--- src/rtl/spireg_pkg.sv ---
package spireg_pkg;

    localparam int BYTE_W      = 8;
    localparam int CMD_RD_BIT  = 7;
    localparam logic [2:0] CMD_FIXED = 3'b001;

    typedef enum logic [2:0] {
        ST_IDLE,
        ST_CMD,
        ST_WRITE,
        ST_READ,
        ST_IGNORE
    } spireg_state_e;

    function automatic logic cmd_valid(input logic [BYTE_W-1:0] c);
        return c[6:4] == CMD_FIXED;
    endfunction

endpackage

--- src/rtl/spireg_sync.sv ---
module spireg_sync #(
    parameter int W      = 3,
    parameter int STAGES = 2
) (
    input  logic         clk,
    input  logic         rst_n,
    input  logic [W-1:0] d,
    output logic [W-1:0] q
);

    for (genvar b = 0; b < W; b++) begin : g_bit
        logic [STAGES-1:0] chain;

        always_ff @(posedge clk or negedge rst_n) begin
            if (!rst_n) begin
                chain <= '0;
            end else begin
                chain <= {chain[STAGES-2:0], d[b]};
            end
        end

        assign q[b] = chain[STAGES-1];
    end

endmodule

--- src/rtl/spireg_rx.sv ---
module spireg_rx #(
    parameter int W = 8
) (
    input  logic         clk,
    input  logic         rst_n,
    input  logic         clear,
    input  logic         sample,
    input  logic         din,
    output logic [W-1:0] byte_q,
    output logic         done
);

    localparam int CW = $clog2(W);

    logic [CW-1:0] cnt;
    logic [W-1:0]  sr;

    always_ff @(posedge clk or negedge rst_n) begin
        if (!rst_n) begin
            cnt    <= '0;
            sr     <= '0;
            byte_q <= '0;
            done   <= 1'b0;
        end else begin
            done <= 1'b0;
            if (clear) begin
                cnt <= '0;
            end else if (sample) begin
                sr <= {sr[W-2:0], din};
                if (cnt == CW'(W - 1)) begin
                    cnt    <= '0;
                    done   <= 1'b1;
                    byte_q <= {sr[W-2:0], din};
                end else begin
                    cnt <= cnt + 1'b1;
                end
            end
        end
    end

endmodule

--- src/rtl/spireg_tx.sv ---
module spireg_tx #(
    parameter int W = 8
) (
    input  logic         clk,
    input  logic         rst_n,
    input  logic         clear,
    input  logic         load,
    input  logic [W-1:0] load_data,
    input  logic         shift,
    input  logic         enable,
    output logic         dout
);

    logic [W-1:0] sr;
    logic         skip;

    // The falling edge right after a load keeps the MSB on the line.
    always_ff @(posedge clk or negedge rst_n) begin
        if (!rst_n) begin
            sr   <= '0;
            skip <= 1'b0;
        end else if (clear) begin
            sr   <= '0;
            skip <= 1'b0;
        end else if (load) begin
            sr   <= load_data;
            skip <= 1'b1;
        end else if (shift) begin
            if (skip) begin
                skip <= 1'b0;
            end else begin
                sr <= {sr[W-2:0], 1'b0};
            end
        end
    end

    assign dout = enable & sr[W-1];

endmodule

--- src/rtl/spireg_fsm.sv ---
module spireg_fsm
    import spireg_pkg::*;
#(
    parameter int ADDR_W = 4
) (
    input  logic                clk,
    input  logic                rst_n,
    input  logic                cs,
    input  logic                byte_done,
    input  logic [BYTE_W-1:0]   rx_byte,
    output spireg_state_e       state,
    output logic [ADDR_W-1:0]   reg_addr,
    output logic [BYTE_W-1:0]   reg_wdata,
    output logic                reg_wr,
    output logic                reg_rd
);

    spireg_state_e nxt;

    always_comb begin
        nxt = state;
        unique case (state)
            ST_IDLE: begin
                if (cs) nxt = ST_CMD;
            end
            ST_CMD: begin
                if (!cs) begin
                    nxt = ST_IDLE;
                end else if (byte_done) begin
                    if (!cmd_valid(rx_byte)) begin
                        nxt = ST_IGNORE;
                    end else if (rx_byte[CMD_RD_BIT]) begin
                        nxt = ST_READ;
                    end else begin
                        nxt = ST_WRITE;
                    end
                end
            end
            ST_WRITE, ST_READ, ST_IGNORE: begin
                if (!cs) nxt = ST_IDLE;
            end
            default: nxt = ST_IDLE;
        endcase
    end

    always_ff @(posedge clk or negedge rst_n) begin
        if (!rst_n) begin
            state <= ST_IDLE;
        end else begin
            state <= nxt;
        end
    end

    always_ff @(posedge clk or negedge rst_n) begin
        if (!rst_n) begin
            reg_addr  <= '0;
            reg_wdata <= '0;
            reg_wr    <= 1'b0;
            reg_rd    <= 1'b0;
        end else begin
            reg_wr <= 1'b0;
            reg_rd <= 1'b0;
            if (reg_wr || reg_rd) begin
                reg_addr <= reg_addr + 1'b1;
            end
            if (cs && byte_done) begin
                unique case (state)
                    ST_CMD: begin
                        if (cmd_valid(rx_byte)) begin
                            reg_addr <= rx_byte[ADDR_W-1:0];
                            reg_rd   <= rx_byte[CMD_RD_BIT];
                        end
                    end
                    ST_WRITE: begin
                        reg_wr    <= 1'b1;
                        reg_wdata <= rx_byte;
                    end
                    ST_READ: begin
                        reg_rd <= 1'b1;
                    end
                    default: begin
                    end
                endcase
            end
        end
    end

endmodule

--- src/rtl/spireg_slave.sv ---
module spireg_slave
    import spireg_pkg::*;
#(
    parameter int ADDR_W      = 4,
    parameter int SYNC_STAGES = 2
) (
    input  logic              clk,
    input  logic              rst_n,
    input  logic              spi_sck,
    input  logic              spi_cs,
    input  logic              spi_mosi,
    output logic              spi_miso,
    output logic [ADDR_W-1:0] reg_addr,
    output logic [BYTE_W-1:0] reg_wdata,
    output logic              reg_wr,
    output logic              reg_rd,
    input  logic [BYTE_W-1:0] reg_rdata
);

    localparam int NSYNC = 3;

    logic [NSYNC-1:0]  raw_in;
    logic [NSYNC-1:0]  syn_in;
    logic              sck_s;
    logic              cs_s;
    logic              mosi_s;
    logic              sck_prev;
    logic              sck_rise;
    logic              sck_fall;
    logic [BYTE_W-1:0] rx_byte;
    logic              byte_done;
    spireg_state_e     fsm_state;

    assign raw_in = {spi_sck, spi_cs, spi_mosi};

    spireg_sync #(.W(NSYNC), .STAGES(SYNC_STAGES)) u_sync (
        .clk   (clk),
        .rst_n (rst_n),
        .d     (raw_in),
        .q     (syn_in)
    );

    assign sck_s  = syn_in[2];
    assign cs_s   = syn_in[1];
    assign mosi_s = syn_in[0];

    always_ff @(posedge clk or negedge rst_n) begin
        if (!rst_n) begin
            sck_prev <= 1'b0;
        end else begin
            sck_prev <= sck_s;
        end
    end

    assign sck_rise = cs_s &  sck_s & ~sck_prev;
    assign sck_fall = cs_s & ~sck_s &  sck_prev;

    spireg_rx #(.W(BYTE_W)) u_rx (
        .clk    (clk),
        .rst_n  (rst_n),
        .clear  (~cs_s),
        .sample (sck_rise),
        .din    (mosi_s),
        .byte_q (rx_byte),
        .done   (byte_done)
    );

    spireg_fsm #(.ADDR_W(ADDR_W)) u_fsm (
        .clk       (clk),
        .rst_n     (rst_n),
        .cs        (cs_s),
        .byte_done (byte_done),
        .rx_byte   (rx_byte),
        .state     (fsm_state),
        .reg_addr  (reg_addr),
        .reg_wdata (reg_wdata),
        .reg_wr    (reg_wr),
        .reg_rd    (reg_rd)
    );

    spireg_tx #(.W(BYTE_W)) u_tx (
        .clk       (clk),
        .rst_n     (rst_n),
        .clear     (~cs_s),
        .load      (reg_rd),
        .load_data (reg_rdata),
        .shift     (sck_fall),
        .enable    (fsm_state == ST_READ),
        .dout      (spi_miso)
    );

endmodule

--- config.mk ---
export PLATFORM = sky130hd
export DESIGN_NAME = spireg_slave
export DESIGN_NICKNAME = d
export VERILOG_FILES = /design/src/rtl/spireg_pkg.sv /design/src/rtl/spireg_sync.sv /design/src/rtl/spireg_rx.sv /design/src/rtl/spireg_tx.sv /design/src/rtl/spireg_fsm.sv /design/src/rtl/spireg_slave.sv
export SDC_FILE = /design/constraint.sdc
export NUM_CORES = 1
export LEC_CHECK = 0
export BUFFER_PORTS_ARGS = -buffer_cell sky130_fd_sc_hd__buf_2
export CAP_MARGIN = 5
export CORE_AREA = 2 2 71 73
export DETAILED_ROUTE_END_ITERATION = 10
export DIE_AREA = 0 0 73 75
export PLACE_DENSITY_LB_ADDON = 0.2
export SLEW_MARGIN = 20
export SYNTH_ARGS = -nofsm -noshare
export SYNTH_HDL_FRONTEND = slang
export SYNTH_HIERARCHICAL = 1
export SYNTH_SLANG_ARGS = --single-unit
--- constraint.sdc ---
create_clock -name clk -period 2.5 [get_ports clk]
set_input_delay 0.5 -clock clk [delete_from_list [all_inputs] [get_ports clk]]
set_output_delay 0.5 -clock clk [all_outputs]
set_load 0.05 [all_outputs]
Word level (Yosys, flattened, before mapping)
Cells that the tools add are included.

$add $sub $neg: 2. Multipliers: 0. Div/mod/pow operators: 0. Order comparisons: 0. Equality and inequality tests: 12. Shift operators: 0. Muxes and demuxes: 29. Bitwise operators: 7. Reductions and logical operators: 9.

Operators with widths (number): $mux 8 (4); $mux 3 (8); $mux 4 (4); $mux 1 (11); $pmux 3 s3 (1); $eq 3x1->1 const B (2); $eq 3x2->1 const B (2); $eq 3x3->1 const B (2); $ne 2x2->1 const B (3); $ne 3x3->1 const B (2); $reduce_and 2->1 (3); $reduce_and 3->1 (2); $and 1x1->1 (5); $add 4x1->4 const B (1); $add 3x1->3 const B (1); $logic_not 3->1 (1); $ne 3x2->1 const B (1); $reduce_or 3->1 (1); $not 1->1 (2); $pmux 1 s2 (1); $logic_and 1x1->1 (1); $logic_or 1x1->1 (1).

Flip-flop bits (word level): 52. Latch bits: 0. Memory bits (writable): 0. Bits in read-only memories: 0. Input port bits: 13. Word-level logic and storage cells: 74. Memories kept: 0.

Longest topological paths before layout
Gate-level depths: netlist of the first run.

Depth after elaboration: 6. Depth in mapped cells: 6.

Hierarchy
The synthesis of the first run kept the hierarchy.

By module, submodules not included: spireg_rx (times used 1, cells each 48, area each 803.3 um^2); spireg_fsm (times used 1, cells each 54, area each 770.7 um^2); spireg_tx (times used 1, cells each 48, area each 536.8 um^2); spireg_sync (times used 1, cells each 9, area each 172.7 um^2); spireg_slave (times used 1, cells each 5, area each 55.1 um^2).

Worst setup path after synthesis of the first run
OpenSTA, ideal clock, no wires.

Path kind: reg2reg. Start: register u_fsm.reg_addr[0]. End: register u_fsm.reg_addr[1]. Arrival time: 1.458 ns. Setup slack: 0.917 ns. Cell stages (with the launch flop): 4. Buffers on the path: 0. Period minus slack after synthesis: 1.583 ns. Cells stage by stage: dfrtp_1 ha_1 mux2_2 mux2_2.

Longest elaborated chain between the ends: 5.

RTL lines: from (decl) (RTL line spireg_fsm.sv:12) `output logic [ADDR_W-1:0] reg_addr,`; from (signal assigned) (RTL line spireg_fsm.sv:64) `reg_addr <= reg_addr + 1'b1;`; from (signal assigned) (RTL line spireg_fsm.sv:70) `reg_addr <= rx_byte[ADDR_W-1:0];`; $add 4x1->4 * (RTL line spireg_fsm.sv:64); $mux 4 * (RTL line spireg_fsm.sv:63) `if (reg_wr || reg_rd) begin`; $mux 4 (RTL line spireg_fsm.sv:69) `if (cmd_valid(rx_byte)) begin`; $mux 4 (RTL line spireg_fsm.sv:67) `unique case (state)`; $mux 4 * (RTL line spireg_fsm.sv:66) `if (cs && byte_done) begin`.

Mark *: on every way between the ends. The rest lies on a longest branch, timed or not. A chain may end at the register's enable or synchronous reset.

Final worst setup path of the first run
Start: register u_fsm.reg_rd. End: output port reg_rd.

RTL lines: from (decl) (RTL line spireg_fsm.sv:15) `output logic reg_rd`; from (signal assigned) (RTL line spireg_fsm.sv:71) `reg_rd <= rx_byte[CMD_RD_BIT];`; to (decl) (RTL line spireg_slave.sv:16) `output logic reg_rd,`.

No word-level cell between the ends.

==> key figures, run 1 <==
Synthesis
  • Xor-xnor portion of the synthesized cell area: about 1.1%
  • Distinct cells, synth: 36
  • Mapped Nets: 180
  • Post-synthesis sequential area ratio: a little under three fifths
  • Post-synthesis mux area share: around 17%
  • Post-Synth Adder-Cell Area: 1.61%
  • Synth Warn #: 6
  • Mean Syn Cell Area: approximately 14 µm²
  • Mapped Cells: about 160
  • Main combinational cell family by area after synthesis: multiplexers
  • Synthesis-stage register bit count: 52
  • Synth Area in Simple Gates: a little over an eighth
  • Mapped Area: between 2000 and 2500 µm²
  • Complex-gate fraction of the synthesized area: ~6.7%

Power
  • Final total power: around 1500 µW
  • Pwr dens: between 500 and 600 nW/µm²
  • Peak supply drop: between 0.0003 and 0.0004 V
  • Leak pwr: 0.00130 µW

Clock network
  • CTS buffer count: 5
  • CTS H-tree depth: 2
  • Clock buffer depth: 2
  • Worst skew pair latency: about 310 ps
  • Post-cts resize count: 0
  • CTS tree: yes
  • Num Clock Sinks: 52
  • Root Driver: clkbuf_8
  • Post-CTS Setup Bufs: 0
  • Clk slew on worst S/H paths: 90 ps
  • Hold Buf Count CTS: 0

Floorplanning
  • Number of primary I/O pins: 28
  • Die width: around 73 µm
  • Starting Density: roughly 50%
  • Die Area: approximately 5500 µm²
  • Core Area: about 4700 µm²
  • Die Y-Extent: between 70 and 80 µm
  • Rows: 25

Setup path
  • Startpoint types: register
  • Worst Path Arrival: roughly 1600 ps
  • Crit end category: output pin
  • CP bufs+invs: 1
  • Setup Crit Path Kind: register to output pin
  • Slowest CP cell: dfrtp_1
  • CP max FO: 28
  • Kind of cell adding the most delay to the critical path: flip-flops
  • Worst-path cell chain: buf_2
  • Slowest cell delay on critical path: between 800 and 900 ps
  • CP required: 2000 ps

STA
  • Post-route clock period utilization: 82.7%
  • Slew headroom: 47.3%
  • Final Max Tran Viols: 0
  • Final hold vios: 0
  • Final setup fails: 0
  • Sum Neg Setup Slack: 0 ps
  • RSZ-0062 raised after global routing: false
  • Clock skew: around 5.5 ps
  • Minimum clock period: 2070 ps
  • Fmax achieved: slightly below 500 MHz
  • Worst slew pin tran: 790 ps

Drt
  • Routed WL per cell: roughly 16 µm
  • ANT nets after route: 0
  • DR DRC count: 0
  • DRT iter0 DRCs: 99
  • Via count: ~1,300
  • Initial DRT Pass Iterations: 4
  • Total length of routed wires: 3840 µm
  • Vias per inst: 5.44

Cells and area
  • Final Instance Count excl. Fillers: approximately 250
  • Antenna diodes: 0
  • Share of cells above drive strength 1: between 40% and 50%
  • Nets: between 200 and 250
  • Layout area overhead: 9.84%
  • Filler cells: about 390

Global routing
  • GRT Util Overall: ~16%
  • First-pass GRT wire length: 6670 µm
  • Vias in the first global route: about 1,400
  • Met2 usage: 25.2%
  • Gr ovfl total: 0
  • Largest net degree at the start of global routing: 53
  • GRT busiest layer: met2
  • Initial antenna violation count: 0
  • M1 GR Usage: roughly 22%
  • GR Util met3: 4.42%

Outcome
  • Status: finished, final reports clean

Place
  • IO buf count: 27
  • Post-DP HPWL: between 2000 and 3000 µm
  • RePlAce Congestion: 0.696
  • Inst Count DP: about 240

Flow run
  • Max Cap Viol: 0

Hold path
  • Worst hold-check path type: input pin to asynchronous set/reset pin
## worst paths after layout
path                                                     from                                  to  slack [ps]  cells after the start
max                                    u_fsm/reg_rd$_DFF_PN0_                              reg_rd         430                      1
min                                                     rst_n              u_tx/sr[4]$_DFFE_PN0P_         160                      2
max reg2reg                u_sync/g_bit[1].chain[1]$_DFF_PN0_          u_rx/byte_q[4]$_DFFE_PN0P_         750                      3
min reg2reg                u_sync/g_bit[2].chain[0]$_DFF_PN0_  u_sync/g_bit[2].chain[1]$_DFF_PN0_         350                      0
max in group asynchronous                               rst_n          u_fsm/state[1]$_DFFE_PN0P_        2110                      2
min in group clk                                     spi_mosi  u_sync/g_bit[0].chain[0]$_DFF_PN0_         290                      1
## cell type report
| cell class | instances | area, µm² | share of cell area (%) |
|---|---|---|---|
| flip-flops and latches | 52 | 1300 | 50.7 |
| multi-input cells | 97 | 928 | 36.1 |
| repair buffers | 28 | 155 | 6.04 |
| clock buffers | 5 | 68.8 | 2.68 |
| well taps | 54 | 67.6 | 2.63 |
| clock inverters | 3 | 25.0 | 0.974 |
| inverters | 6 | 22.5 | 0.877 |
## power by group
part	switching (µW)	internal (µW)	leakage (µW)
clock network	282	204	0.0000452
registers	33.6	882	0.000699
logic	48.3	64.8	0.000556
total	364	1150	0.00130
## kinds of logic after synthesis
group                      count (synthesis)
AOI/OAI and AO/OA                         16
adders and majority gates                  3
xor gates and xnor gates                   3
muxes                                     30
and+or+nand+nor                           45
DFF                                       52
buffers and inverters                     15
## Yosys cell counts, drive strengths merged
cell	instances	area [µm²]
o22a	1	8.76
a31o	1	8.76
or3b	2	17.5
nand2b	2	12.5
o21ai	1	5.00
nor2	11	41.3
a2111oi	7	100
nand3	1	5.00
nor3	7	55.1
dfrtp	52	1300
a31oi	1	6.26
ha	3	37.5
nand2	2	7.51
nand3b	2	27.5
and3b	3	26.3
and2	1	6.26
xnor2	3	26.3
nand4b	1	8.76
mux2	28	372
mux2i	2	20.0
or3	1	6.26
buf	9	86.3
nor3b	3	27.5
inv	6	22.5
nor2b	8	67.6
o2111ai	1	8.76
nor4	1	6.26
a21oi	4	20.0
## routing by layer
metal	share of wire, %	wire, µm
met5	0	0
met4	1.4	55
met1	47	1800
met3	4.0	152
met2	48	1830
## placed cells by master, fill, tap and decap left out, drive strengths merged, types with 2 or more instances in the layout
cell type,n
a2111oi,7
a21oi,4
and3b,3
buf,28
clkbuf,5
dfrtp,52
ha,3
inv,8
mux2,28
mux2i,2
nand2,2
nand2b,2
nand3b,2
nor2,11
nor2b,8
nor3,7
nor3b,3
or3b,2
xnor2,3
## sequential cells by signal, summed over array words and instances, names as in the netlist
| signal | cells |
|---|---|
| u_rx/cnt | 3 |
| u_fsm/state | 3 |
| u_rx/byte_q | 8 |
| u_tx/sr | 8 |
| u_fsm/reg_wdata | 8 |
| sck_prev | 1 |
| u_sync/g_bit.chain | 6 |
| u_fsm/reg_rd | 1 |
| u_tx/skip | 1 |
| u_rx/done | 1 |
| u_rx/sr | 7 |
| u_fsm/reg_addr | 4 |
| u_fsm/reg_wr | 1 |
## stage by stage
step / setup slack, ps / util (%) / hold slack, ps / area (µm²)
after detailed placement: 735 / 53.1 / 336 / 2470
after global routing: 271 / 55.1 / 154 / 2570
final: 431 / 55.1 / 161 / 2570
after floorplan: 917 / - / 204 / 2340
after CTS: 401 / 55.1 / 164 / 2570
after global placement: 797 / 53.1 / 332 / 2470
(Power assumes the default switching activity.)
==> run 2, diff against run 1 <==
- clock period: 2.5 -> 2.2 ns (I/O delays scaled with it)
==> key figures, run 2 (synthesized netlist as in run 1, its figures left out) <==
Floorplanning
  • Die width: 73 µm (unchanged)
  • Die Y-Extent: 75 µm (unchanged)
  • Starting Density: 50.2% (unchanged)
  • Rows: 25 (unchanged)
  • Number of primary I/O pins: 28 (unchanged)
  • Core Area: 4660 µm² (unchanged)
  • Die Area: 5480 µm² (unchanged)

Place
  • Post-Place Worst Slack: 393 ps (-342 ps)
  • Inst Count DP: 239 (+0.84%)
  • IO buf count: 27 (unchanged)
  • RePlAce Congestion: 0.745 (+7.0%)
  • Post-DP HPWL: 2780 µm (+1.1%)

Flow run
  • Max Cap Viol: 0 (unchanged)

Cells and area
  • Final Instance Count excl. Fillers: 247 (+0.82%)
  • Share of cells above drive strength 1: 42.5% (+0.60 points)
  • Biggest regs: u_fsm/reg_wdata x8, u_rx/byte_q x8, u_tx/sr x8
  • Antenna diodes: 0 (unchanged)
  • Most frequent cells in the layout: dfrtp_1 (52), buf_2 (27), mux2_4 (15), mux2_2 (13), nor2_1 (11)
  • Layout area overhead: 10.9%
  • Commonest non-fill, non-tap cell in the layout: dfrtp_1
  • Filler cells: 388 (+0.52%)
  • Nets: 208 (+0.97%)

STA
  • Final hold vios: 0 (unchanged)
  • Setup ws final: 365 ps (-66.1 ps)
  • Clock skew: 6.92 ps (+1.45 ps)
  • Worst slew pin tran: 733 ps (-56.7 ps)
  • Minimum clock period: between 1500 and 2000 ps
  • RSZ-0062 raised after global routing: false
  • Final Max Tran Viols: 0 (unchanged)
  • Final setup fails: 0 (unchanged)
  • Fmax achieved: 545 MHz
  • Slew headroom: 51.1% (+3.8 points)
  • Sum Neg Setup Slack: 0 ps (unchanged)
  • Post-route clock period utilization: 83.4%

Power
  • Pwr dens: 702 nW/µm² (+19%)
  • Leak pwr: 0.00132 µW (+1.4%)
  • Peak supply drop: 0.000403 V (+24%)

Setup path
  • Setup Crit Path Kind: register to output pin
  • CP startpoint: u_fsm/reg_rd$_DFF_PN0_
  • Startpoint types: register
  • CP max FO: 19 (-32%)
  • Reg-to-reg endpoint: u_tx/sr[1]$_DFFE_PN0P_
  • Slowest CP cell: dfrtp_1
  • Reg2Reg Depth: 4 (+1)
  • Origin of the critical flop-to-flop path: u_sync/g_bit[1].chain[1]$_DFF_PN0_
  • Crit end category: output pin
  • End of the critical path: reg_rd
  • R2R Setup Slk: 380 ps (-370 ps)
  • Slowest cell delay on critical path: 520 ps (-350 ps)
  • Worst-path cell chain: buf_4 > buf_2
  • Worst Path Arrival: 1390 ps (-180 ps)
  • CP required: 1760 ps (-240 ps)
  • CP bufs+invs: 2 (+1)
  • Kind of cell adding the most delay to the critical path: buffers and inverters
  • Critical path depth: 2 (+1)

Global routing
  • Largest net degree at the start of global routing: 34 (-36%)
  • Gr ovfl total: 0 (unchanged)
  • Initial antenna violation count: 0 (unchanged)
  • First-pass GRT wire length: 6650 µm (-0.31%)
  • Vias in the first global route: 1,396 (+1.6%)
  • GRT Util Overall: 16.3% (+0.24 points)

Drt
  • Met1 WL: 1800 µm (+0.50%)
  • Via count: 1,328 (-0.45%)
  • Vias per inst: 5.38 (-1.3%)
  • Initial DRT Pass Iterations: 4 (unchanged)
  • Met2 wire len: 1990 µm (+8.8%)
  • DR DRC count: 0 (unchanged)
  • Wire length on met3: 162 µm (+6.6%)
  • ANT nets after route: 0 (unchanged)
  • Routed WL per cell: 16.2 µm (+3.5%)
  • Total length of routed wires: 4010 µm (+4.4%)
  • Max layer used: met4
  • DRT iter0 DRCs: 49 (-51%)

Clock network
  • CTS tree: yes
  • Clk slew on worst S/H paths: 90 ps (about the same)
  • CTS buffer count: 5 (unchanged)
  • Post-CTS Setup Bufs: 0 (unchanged)
  • Hold Buf Count CTS: 0 (unchanged)
  • Worst skew pair latency: 300 ps (about the same)
  • Post-cts resize count: 0 (unchanged)
  • CTS H-tree depth: 2 (unchanged)
  • Root Driver: clkbuf_8
  • Clock buffer depth: 2 (unchanged)
  • Num Clock Sinks: 52 (unchanged)

Hold path
  • Worst hold-check path type: input pin to asynchronous set/reset pin

Outcome
  • Status: finished, final reports clean
run 2: worst min path at each step:
| stage | startpoint | to | slack (ps) |
|---|---|---|---|
| 2_1_floorplan | rst_n | sck_prev$_DFF_PN0_ | 140 |
| 3_3_place_gp | u_sync/g_bit[0].chain[0]$_DFF_PN0_ | u_sync/g_bit[0].chain[1]$_DFF_PN0_ | 330 |
| 3_5_place_dp | u_sync/g_bit[2].chain[0]$_DFF_PN0_ | u_sync/g_bit[2].chain[1]$_DFF_PN0_ | 330 |
| 4_1_cts | rst_n | u_sync/g_bit[0].chain[1]$_DFF_PN0_ | 210 |
| 5_1_grt | spi_mosi | u_sync/g_bit[0].chain[0]$_DFF_PN0_ | 220 |
| 6_report | rst_n | u_tx/sr[6]$_DFFE_PN0P_ | 190 |
run 2: cell type report:
cell class              instances  area, µm²  area share [%]
clock inverters                 3       47.5            1.83
well taps                      54       67.6            2.60
clock buffers                   5       68.8            2.65
inverters                       6       22.5           0.868
repair buffers                 30        158            6.08
flip-flops and latches         52       1300            50.2
multi-input cells              97        928            35.8
run 2: report_power, final:
group          switching (µW)  internal, µW
Sequential               38.3          1000
Clock                     312           343
Combinational            53.4          72.1
Total                     404          1420
run 2: per-layer routing:
metal  global-route usage [%]  vias to the layer above
met1                     21.4                      662
met5                        0                        -
met2                     26.9                       32
li1                         -                      627
met3                     4.15                        7
met4                     4.94                        0
run 2: stage by stage:
stage,utilization (%),total power [µW],hold WS (ps),cell area [µm²]
6_report,55.7,1820,188,2590
5_1_grt,55.7,1910,222,2590
2_1_floorplan,-,1140,144,2340
3_3_place_gp,53.2,1180,334,2480
4_1_cts,55.7,1850,212,2590
3_5_place_dp,53.2,1190,335,2480
==> run 3, diff against run 2 <==
- clock period: 2.2 -> 1.65 ns (I/O delays scaled with it)
==> key figures, run 3 (synthesized netlist as in run 1, its figures left out) <==
Outcome
  • Status: finished, final reports clean

Power
  • Pwr dens: 850 nW/µm² (+21%)
  • Sw Ratio: 23.1% (+0.93 points)
  • Comb pwr share: 8.0% (+1.1 points)
  • P_int: 1750 µW (+23%)
  • P_sw: 525 µW (+30%)
  • Seq pwr share: 61.1% (+3.9 points)
  • Clk pwr share: 30.9% (-5.1 points)
  • Peak supply drop: 0.000545 V (+35%)
  • Leak pwr: 0.00136 µW (+3.3%)

Place
  • RePlAce Congestion: 0.787 (+5.7%)
  • IO buf count: 27 (unchanged)
  • Post-DP HPWL: 2670 µm (-4.0%)

STA
  • Slew headroom: 79.2% (+28 points)
  • Post-route clock period utilization: a little under 100%
  • RSZ-0062 raised after global routing: false
  • Sum Neg Setup Slack: 0 ps (unchanged)
  • Final Max Tran Viols: 0 (unchanged)
  • Final hold vios: 0 (unchanged)
  • Clock skew: 11.6 ps (+4.66 ps)
  • Final setup fails: 0 (unchanged)
  • Worst slew pin tran: 311 ps (-422 ps)
  • Minimum clock period: approximately 1600 ps
  • Fmax achieved: between 600 and 700 MHz

Cells and area
  • Filler cells: 376 (-3.1%)
  • Commonest non-fill, non-tap cell in the layout: dfrtp_1
  • Seq. cell area: 1300 µm² (about the same)
  • Multi-input gate area: 933 µm² (+0.54%)
  • Antenna diodes: 0 (unchanged)
  • Final core utilization: 57.3% (+1.7 points)
  • Layout area overhead: 14.3%
  • Biggest regs: u_fsm/reg_wdata x8, u_rx/byte_q x8, u_tx/sr x8
  • Share of cells above drive strength 1: 45.8% (+3.3 points)
  • Most frequent cells in the layout: dfrtp_1 (51), buf_2 (25), mux2_4 (15), mux2_2 (13)
  • Nets: 218 (+4.8%)

Global routing
  • GRT Util Overall: 15.9% (-0.42 points)
  • Gr ovfl total: 0 (unchanged)
  • Initial antenna violation count: 0 (unchanged)
  • Vias in the first global route: 1,396 (unchanged)
  • Largest net degree at the start of global routing: 53 (+56%)
  • First-pass GRT wire length: 6510 µm (-2.1%)

Clock network
  • Worst skew pair latency: 310 ps (about the same)
  • Hold Buf Count CTS: 0 (unchanged)
  • Root Driver: clkbuf_8
  • CTS buffer count: 5 (unchanged)
  • CTS H-tree depth: 2 (unchanged)
  • Num Clock Sinks: 52 (unchanged)
  • Clock buffer depth: 2 (unchanged)
  • Clk slew on worst S/H paths: 90 ps (about the same)
  • CTS tree: yes

Floorplanning
  • Die Y-Extent: 75 µm (unchanged)
  • Rows: 25 (unchanged)
  • Die width: 73 µm (unchanged)
  • Core Area: 4660 µm² (unchanged)
  • Die Area: 5480 µm² (unchanged)
  • Starting Density: 50.2% (unchanged)
  • Number of primary I/O pins: 28 (unchanged)

Drt
  • ANT nets after route: 0 (unchanged)
  • DR DRC count: 0 (unchanged)
  • Vias per inst: 5.34 (-0.63%)
  • Routed WL per cell: 15.1 µm (-6.6%)
  • Total length of routed wires: 3890 µm (-2.8%)
  • DRT iter0 DRCs: 71 (+45%)
  • Via count: 1,373 (+3.4%)
  • Initial DRT Pass Iterations: 4 (unchanged)

Setup path
  • CP required: 1320 ps (-440 ps)
  • CP max FO: 6 (-13)
  • Startpoint types: register
  • Worst Path Arrival: 1260 ps (-130 ps)
  • Crit end category: output pin
  • Setup Crit Path Kind: register to output pin
  • R2R Setup Slk: 80 ps (-300 ps)

Flow run
  • Max Cap Viol: 0 (unchanged)

Hold path
  • Worst hold-check path type: input pin to asynchronous set/reset pin
run 3: routing by layer:
metal | track usage (%) | part of all wire, % | vias to the layer above
li1 | - | - | 648
met1 | 21.3 | 46 | 684
met2 | 25.3 | 48 | 36
met3 | 4.55 | 4.6 | 5
met4 | 4.94 | 1.4 | 0
met5 | 0 | 0 | -
run 3: what timing repair did:
item | in CTS | in global routing
gates cloned | 0 | 0
endpoints found under the setup margin | 1 | 13
hold endpoints to repair | 0 | 0
buffers inserted | 0 | 5
gates resized for setup | 2 | 4
run 3: worst paths after layout:
path / startpoint / to / cells after the start
worst max-delay path: u_fsm/state[0]$_DFFE_PN0P_ / spi_miso / 3
worst min-delay path: rst_n / u_tx/sr[3]$_DFFE_PN0P_ / 2
worst max register to register: u_fsm/state[0]$_DFFE_PN0P_ / u_fsm/reg_wdata[5]$_DFFE_PN0P_ / 4
worst min register to register: u_sync/g_bit[1].chain[0]$_DFF_PN0_ / u_sync/g_bit[1].chain[1]$_DFF_PN0_ / 0
max in group asynchronous: rst_n / u_fsm/state[1]$_DFFE_PN0P_ / 2
min in group clk: spi_mosi / u_sync/g_bit[0].chain[0]$_DFF_PN0_ / 1
run 3: layout make-up:
class | count | share of cell area [%]
Sequential cell | 52 | 48.7
Multi-Input combinational cell | 97 | 34.9
Timing Repair Buffer | 40 | 9.64
Clock buffer | 6 | 2.72
Inverter | 6 | 0.843
Tap cell | 54 | 2.53
Clock inverter | 2 | 0.609
run 3: worst max-delay path, cell delays in order (launching register included):
cell and delay (ps):
dfrtp_1 440, and3b_1 210, and2_1 160, buf_6 150
run 3: metrics by stage:
| step | cell area, µm² | cells | power (µW) | hold WS, ps | setup WS [ps] |
|---|---|---|---|---|---|
| global route | 2670 | 257 | 2380 | 20.4 | 9.96 |
| detailed placement | 2530 | 245 | 1590 | 335 | 28.1 |
| floorplan | 2340 | 164 | 1520 | 34.4 | 67.0 |
| CTS | 2620 | 252 | 2300 | 7.36 | 3.04 |
| finish | 2670 | 257 | 2270 | 2.56 | 57.3 |
| global placement | 2530 | 245 | 1580 | 333 | 112 |
run 3: power by group through the flow:
stage / Sequential, µW / Clock [µW] / Combinational, µW
after global placement: 1410 / 0 / 174
after global routing: 1400 / 785 / 201
after CTS: 1390 / 736 / 180
after floorplan: 1390 / 0 / 127
after detailed placement: 1410 / 0 / 182
final: 1390 / 702 / 182
